==> src/rtl/corectr_pkg.sv <==
package corectr_pkg;
  localparam int unsigned OFS_DATA = 0;
  localparam int unsigned OFS_IDX  = 4;
  localparam int unsigned IDX_CTRL = 'h00;
  localparam int unsigned IDX_MASK = 'h30;
  localparam int unsigned EN_BIT   = 0;
  localparam int unsigned PSC_LO   = 8;
  localparam int unsigned PSC_HI   = 10;
  localparam int unsigned PSC_W    = PSC_HI - PSC_LO + 1;

  // divide minus one; invalid one-hot codes fall back to divide-by-1
  function automatic logic [1:0] psc_limit(input logic [PSC_W-1:0] sel);
    unique case (sel)
      3'b010:  psc_limit = 2'd1;
      3'b100:  psc_limit = 2'd3;
      default: psc_limit = 2'd0;
    endcase
  endfunction
endpackage

==> src/rtl/corectr_regwin.sv <==
module corectr_regwin
  import corectr_pkg::*;
#(
  parameter int unsigned ADDR_W  = 3,
  parameter int unsigned DATA_W  = 32,
  parameter int unsigned IDX_W   = 8,
  parameter int unsigned N_CORES = 4
) (
  input  logic               clk_i,
  input  logic               rst_ni,
  input  logic               wr_en_i,
  input  logic [ADDR_W-1:0]  addr_i,
  input  logic [DATA_W-1:0]  wdata_i,
  output logic [DATA_W-1:0]  rdata_o,
  output logic               en_o,
  output logic [PSC_W-1:0]   psc_o,
  output logic [N_CORES-1:0] mask_o
);
  localparam logic [ADDR_W-1:0] A_DATA = ADDR_W'(OFS_DATA);
  localparam logic [ADDR_W-1:0] A_IDX  = ADDR_W'(OFS_IDX);
  localparam logic [IDX_W-1:0]  I_CTRL = IDX_W'(IDX_CTRL);
  localparam logic [IDX_W-1:0]  I_MASK = IDX_W'(IDX_MASK);

  logic [IDX_W-1:0]   idx_q;
  logic               en_q;
  logic [PSC_W-1:0]   psc_q;
  logic [N_CORES-1:0] mask_q;

  wire hit_idx  = wr_en_i && (addr_i == A_IDX);
  wire hit_data = wr_en_i && (addr_i == A_DATA);

  always_ff @(posedge clk_i or negedge rst_ni) begin
    if (!rst_ni) begin
      idx_q  <= '0;
      en_q   <= 1'b0;
      psc_q  <= '0;
      mask_q <= '0;
    end else begin
      if (hit_idx) idx_q <= wdata_i[IDX_W-1:0];
      if (hit_data && idx_q == I_CTRL) begin
        en_q  <= wdata_i[EN_BIT];
        psc_q <= wdata_i[PSC_HI:PSC_LO];
      end
      if (hit_data && idx_q == I_MASK) mask_q <= wdata_i[N_CORES-1:0];
    end
  end

  always_comb begin
    rdata_o = '0;
    if (addr_i == A_IDX) begin
      rdata_o[IDX_W-1:0] = idx_q;
    end else if (addr_i == A_DATA) begin
      if (idx_q == I_CTRL) begin
        rdata_o[EN_BIT]        = en_q;
        rdata_o[PSC_HI:PSC_LO] = psc_q;
      end else if (idx_q == I_MASK) begin
        rdata_o[N_CORES-1:0] = mask_q;
      end
    end
  end

  assign en_o   = en_q;
  assign psc_o  = psc_q;
  assign mask_o = mask_q;


  idx_readback_chk: assert property (@(posedge clk_i) disable iff (!rst_ni)
    hit_idx |=> idx_q == $past(wdata_i[IDX_W-1:0]));

  unmapped_write_chk: assert property (@(posedge clk_i) disable iff (!rst_ni)
    (hit_data && idx_q != I_CTRL && idx_q != I_MASK) |=>
      ($stable(en_q) && $stable(psc_q) && $stable(mask_q)));
endmodule

==> src/rtl/corectr_presc.sv <==
module corectr_presc
  import corectr_pkg::*;
(
  input  logic             clk_i,
  input  logic             rst_ni,
  input  logic             en_i,
  input  logic [PSC_W-1:0] sel_i,
  output logic             tick_o
);
  logic [1:0] phase_q;
  logic [1:0] limit;

  assign limit  = psc_limit(sel_i);
  assign tick_o = en_i && (phase_q >= limit);

  always_ff @(posedge clk_i or negedge rst_ni) begin
    if (!rst_ni)                phase_q <= '0;
    else if (!en_i || tick_o)   phase_q <= '0;
    else                        phase_q <= phase_q + 2'd1;
  end


  div4_gap_chk: assert property (@(posedge clk_i) disable iff (!rst_ni)
    (tick_o && sel_i == 3'b100) |=> (!tick_o || sel_i != 3'b100));

  div2_gap_chk: assert property (@(posedge clk_i) disable iff (!rst_ni)
    (tick_o && sel_i == 3'b010) |=> (!tick_o || sel_i != 3'b010));
endmodule

==> src/rtl/corectr_counter.sv <==
module corectr_counter #(
  parameter int unsigned CNT_W   = 64,
  parameter int unsigned MATCH_W = 4
) (
  input  logic             clk_i,
  input  logic             rst_ni,
  input  logic             tick_i,
  input  logic             mask_i,
  output logic [CNT_W-1:0] cnt_o,
  output logic             irq_o
);
  logic [CNT_W-1:0] cnt_q;
  logic             irq_q;

  always_ff @(posedge clk_i or negedge rst_ni) begin
    if (!rst_ni) begin
      cnt_q <= '0;
      irq_q <= 1'b0;
    end else begin
      if (tick_i) cnt_q <= cnt_q + CNT_W'(1);
      irq_q <= tick_i && mask_i && (&cnt_q[MATCH_W-1:0]);
    end
  end

  assign cnt_o = cnt_q;
  assign irq_o = irq_q;


  cnt_hold_chk: assert property (@(posedge clk_i) disable iff (!rst_ni)
    !tick_i |=> $stable(cnt_q));

  irq_align_chk: assert property (@(posedge clk_i) disable iff (!rst_ni)
    irq_q |-> (cnt_q[MATCH_W-1:0] == '0));
endmodule

==> src/rtl/corectr_top.sv <==
module corectr_top
  import corectr_pkg::*;
#(
  parameter int unsigned ADDR_W  = 3,
  parameter int unsigned DATA_W  = 32,
  parameter int unsigned IDX_W   = 8,
  parameter int unsigned N_CORES = 4,
  parameter int unsigned CNT_W   = 64,
  parameter int unsigned MATCH_W = 4
) (
  input  logic                       clk_i,
  input  logic                       rst_ni,
  input  logic                       wr_en_i,
  input  logic [ADDR_W-1:0]          addr_i,
  input  logic [DATA_W-1:0]          wdata_i,
  output logic [DATA_W-1:0]          rdata_o,
  output logic [N_CORES*CNT_W-1:0]   count_o,
  output logic [N_CORES-1:0]         irq_o
);
  logic               en;
  logic [PSC_W-1:0]   psc;
  logic [N_CORES-1:0] mask;
  logic               tick;

  corectr_regwin #(
    .ADDR_W(ADDR_W), .DATA_W(DATA_W), .IDX_W(IDX_W), .N_CORES(N_CORES)
  ) u_regwin (
    .clk_i, .rst_ni, .wr_en_i, .addr_i, .wdata_i, .rdata_o,
    .en_o(en), .psc_o(psc), .mask_o(mask)
  );

  corectr_presc u_presc (
    .clk_i, .rst_ni, .en_i(en), .sel_i(psc), .tick_o(tick)
  );

  for (genvar c = 0; c < N_CORES; c++) begin : g_core
    corectr_counter #(.CNT_W(CNT_W), .MATCH_W(MATCH_W)) u_cnt (
      .clk_i, .rst_ni, .tick_i(tick), .mask_i(mask[c]),
      .cnt_o(count_o[c*CNT_W +: CNT_W]), .irq_o(irq_o[c])
    );


    irq_masked_chk: assert property (@(posedge clk_i) disable iff (!rst_ni)
      irq_o[c] |-> $past(mask[c]));

    if (c > 0) begin : g_lock

      cnt_lockstep_chk: assert property (@(posedge clk_i) disable iff (!rst_ni)
        count_o[c*CNT_W +: CNT_W] == count_o[CNT_W-1:0]);
    end
  end
endmodule

==> config.mk <==
export PLATFORM = sky130hd
export DESIGN_NAME = corectr_top
export DESIGN_NICKNAME = d
export VERILOG_FILES = /design/src/rtl/corectr_pkg.sv /design/src/rtl/corectr_regwin.sv /design/src/rtl/corectr_presc.sv /design/src/rtl/corectr_counter.sv /design/src/rtl/corectr_top.sv
export SDC_FILE = /design/constraint.sdc
export NUM_CORES = 1
export LEC_CHECK = 0
export BUFFER_PORTS_ARGS = -buffer_cell sky130_fd_sc_hd__buf_4
export CORE_MARGIN = 4
export CORE_UTILIZATION = 54
export CTS_CLUSTER_SIZE = 25
export DETAILED_ROUTE_END_ITERATION = 8
export HOLD_SLACK_MARGIN = 0.08
export PLACE_DENSITY_LB_ADDON = 0.2
export SETUP_SLACK_MARGIN = 0.5
export SYNTH_ARGS = -nofsm -noshare
export SYNTH_HDL_FRONTEND = slang
export SYNTH_SLANG_ARGS = --single-unit
==> constraint.sdc <==
create_clock -name clk_i -period 2.9 [get_ports clk_i]
set_input_delay 0.435 -clock clk_i [delete_from_list [all_inputs] [get_ports clk_i]]
set_output_delay 0.435 -clock clk_i [all_outputs]
set_load 0.02 [all_outputs]
==> results.toml <==
[outcome]
status = "completed"

[worst_hold_path]
min_path_type = "in -> reg"
hp-start = "wdata_i[5]"
holdPathStages = 2
min_to = "u_regwin.idx_q[5]"

[global_route]
antenna_found_initial = 2
overflow = 0
grt_use_total = 0.250
grt_max_degree = 75
grt_pass1_vias = 10600
grt_pass1_wl_mm = 55.4

[pwr]
total_power_w = 0.00895
p_int_w = 0.00666
switching_share = 0.256
pwr-share-clk = 0.417
p_switching_w = 0.00229
powerDensity_nw_per_um2 = 501
vdd_drop_max_uv = 503
seqPwrFrac = 0.477
p_leak_nw = 8.80
p_comb_frac = 0.107

[clock_network]
root_buffer = "clkbuf_16"
path_clk_slew_ns = 0.06
h-tree-depth = 1
cts_sinks = 278
clock_latency_ns = 0.54
cts-buffers-inserted = 31
clockBufferDepth = 3
cts_tree = "built"

[timing]
fmax_mhz = 410
final.min_clock_period_ns = 2.44
slew_headroom = 0.615
slew_viol_final = 0
tns_ns = 0
worstMarginPinSlew_ns = 0.577
clock-skew-final_ns = 0.0102
rsz0062_at_grt = "true"
hold_violations = 0
setup_violations = 0
finalCritPeriodShare = 0.841

[setup_path]
r2r-end = "g_core[0].u_cnt.cnt_o[22]"
critical_path_required_ns = 2.47
critPathLaunchType = "flip-flop"
criticalPathCategory = "reg -> out"
cp_data_arrival_time_ns = 2.00
r2r_slack_ns = 0.47
crit_path_end_kind = "output port"
reg2regPathDepth = 11
r2r-start = "u_regwin.psc_o[1]"
crit_path_max_fanout = 4

[floorplanning]
die_w_um = 164
io_pins = 330
rows = 57
fp.dieArea_um2 = 27100
die_y_um = 164
initial_core_util = 0.547
fp.coreArea_um2 = 24200

[placed_design]
dp_hpwl_mm = 24.4
numPortBuffers = 287
gp_congestion = 0.863

[drt]
first_iter_violations = 727
wl_mm = 36.0
avgViaCountPerCell = 5.61
wl_per_cell_um = 18.4
dr.pass1.iters = 5
vias = 11000
drc = 0
ant_nets = 0

[layout]
fin_util = 0.739
drive_above_1_share = 0.321
areaGrowthSynthToFinish_pct = 35.1
nFillCells = 1730
final_nets = 1657

[yosys]
synth_edf_count = 0
synth-warning-count = 0
synth.distinct_cells = 47
syn_inst = 1247
ys_seq_area_frac = 0.526
async_reset_ff_frac = 1.00
synth.avg_cell_area_um2 = 10.6
ys_seq_elements = 278
synth_area_um2 = 13200
synthFlopType = "dfrtp_1"

[run]
maxCapViolations = 0
## synthesized netlist by cell type (2+ instances only)
library cell | number | share of area
buf_4 | 25 | 0.014
or3_1 | 5 | 0.0024
a22o_1 | 3 | 0.0020
buf_2 | 8 | 0.0030
nand4_1 | 95 | 0.045
nand2b_1 | 2 | 0.00095
clkbuf_1 | 7 | 0.0020
and2_1 | 19 | 0.0090
and4_1 | 17 | 0.011
ha_1 | 6 | 0.0057
nand2_1 | 104 | 0.030
nor3_2 | 6 | 0.0045
nor4_1 | 44 | 0.021
nor3_4 | 2 | 0.0025
and3_2 | 2 | 0.0011
nand3_1 | 85 | 0.032
nor3_1 | 71 | 0.027
nand4_2 | 3 | 0.0028
xor2_1 | 140 | 0.093
inv_1 | 41 | 0.012
nor4b_1 | 2 | 0.0013
nor2_1 | 92 | 0.026
nor4_2 | 5 | 0.0047
nor3b_1 | 2 | 0.0011
mux2_2 | 20 | 0.017
nor2b_1 | 3 | 0.0014
and3_1 | 28 | 0.013
xnor2_1 | 114 | 0.076
dfrtp_1 | 278 | 0.53
## sequential cells by signal, summed over array words and instances, names as in the netlist
name                cells
u_regwin.mask_o         4
u_presc.phase_q         2
g_core.u_cnt.irq_o      4
u_regwin.psc_o          3
g_core.u_cnt.cnt_o    256
u_regwin.en_o           1
u_regwin.idx_q          8
## power groups by stage
stage                     Combinational, W  Clock (W)  Sequential [W]
after floorplan                   0.000332          0         0.00440
after CTS                         0.000895    0.00380         0.00426
after detailed placement          0.000865          0         0.00432
after global placement            0.000852          0         0.00431
final                             0.000957    0.00373         0.00426
after global routing               0.00103    0.00396         0.00429
## layout by cell type (no fill, tap or decap), types with 5 or more instances in the layout
cell       instances
buf_4            330
nor2_4             8
xor2_1           140
clkbuf_1           9
and3_1            25
nor4_2            16
buf_6             13
nor4_4            11
nand4_1           95
clkbuf_8           7
conb_1            21
and4_1            15
or3_1              5
nor4_1            23
dfrtp_1          278
xnor2_1          113
nor3_4             9
mux2_2            20
nand2_1          101
nor3_1            46
nor3_2            24
buf_12             6
nand3_1           79
inv_1             41
ha_1               5
and2_1            19
clkbuf_16         32
nor2_1            81
## per-layer routing
layer  vias to the layer above  part of all wire  global-route usage
li1                       5039                 -                   -
met1                      5471              0.42               0.355
met2                       406              0.48               0.394
met3                        71             0.069              0.0439
met4                         0             0.029              0.0783
met5                         -                 0                   0
## worst max path at each step
stage | start | to | slack [ns] | cells past startpoint
floorplan | u_regwin.psc_o[1] | g_core[0].u_cnt.cnt_o[41] | 0.52 | 9
global placement | u_regwin.psc_o[1] | g_core[0].u_cnt.cnt_o[58] | 0.27 | 8
detailed placement | u_regwin.psc_o[1] | g_core[0].u_cnt.cnt_o[62] | 0.11 | 8
CTS | u_regwin.idx_q[6] | rdata_o[10] | 0.43 | 6
global route | u_regwin.psc_o[1] | g_core[1].u_cnt.cnt_o[40] | 0.29 | 11
finish | u_regwin.idx_q[6] | rdata_o[8] | 0.46 | 6
## repair_timing
action	4_1_cts	5_1_grt
hold buffers	1	0
hold endpoints to repair	70	0
gates cloned	0	2
resized for setup	35	101
pin swaps	14	34
setup buffers	15	22
endpoints found under the setup margin	131	147
## critical path, stage by stage (launching register included)
cell	delay, ns
dfrtp_1	0.41
nor4_2	0.30
nand2_2	0.15
nor4_4	0.17
buf_4	0.16
and2_1	0.13
buf_6	0.13
## through the flow
stage / hold WS [ns] / instance area (µm²) / worst slack, ns / std cells
after global routing: 0.114 / 17900 / 0.287 / 1959
after detailed placement: 0.448 / 15800 / 0.109 / 1864
after floorplan: 0.139 / 13300 / 0.522 / 1267
after global placement: 0.453 / 15800 / 0.273 / 1864
after CTS: 0.0995 / 17100 / 0.433 / 1933
final: 0.121 / 17900 / 0.461 / 1959
## cells by family (layout without fill, tap and decap cells)
family                   after synthesis  after routing  synth area share
AND/OR/NAND/NOR                      598            598             0.246
buffers and inverters                 82            448            0.0317
AO/OA/AOI/OAI                          8              8           0.00464
adder cells (fa/ha/maj)                6              6           0.00568
XOR/XNOR                             254            254             0.168
flip-flops                           278            278             0.526
multiplexers                          20             20            0.0170
other                                  1             23          0.000284
## area by class of cell
type	instances	area, µm²	area share
sequential	278	6960	0.390
multi-input combinational	907	6560	0.367
timing repair buffer	354	2810	0.158
clock buffer	47	906	0.0507
tap	324	405	0.0227
inverter	41	154	0.00862
clock inverter	6	57.6	0.00322
antenna	2	5.00	0.000280
(Power assumes the default switching activity.)
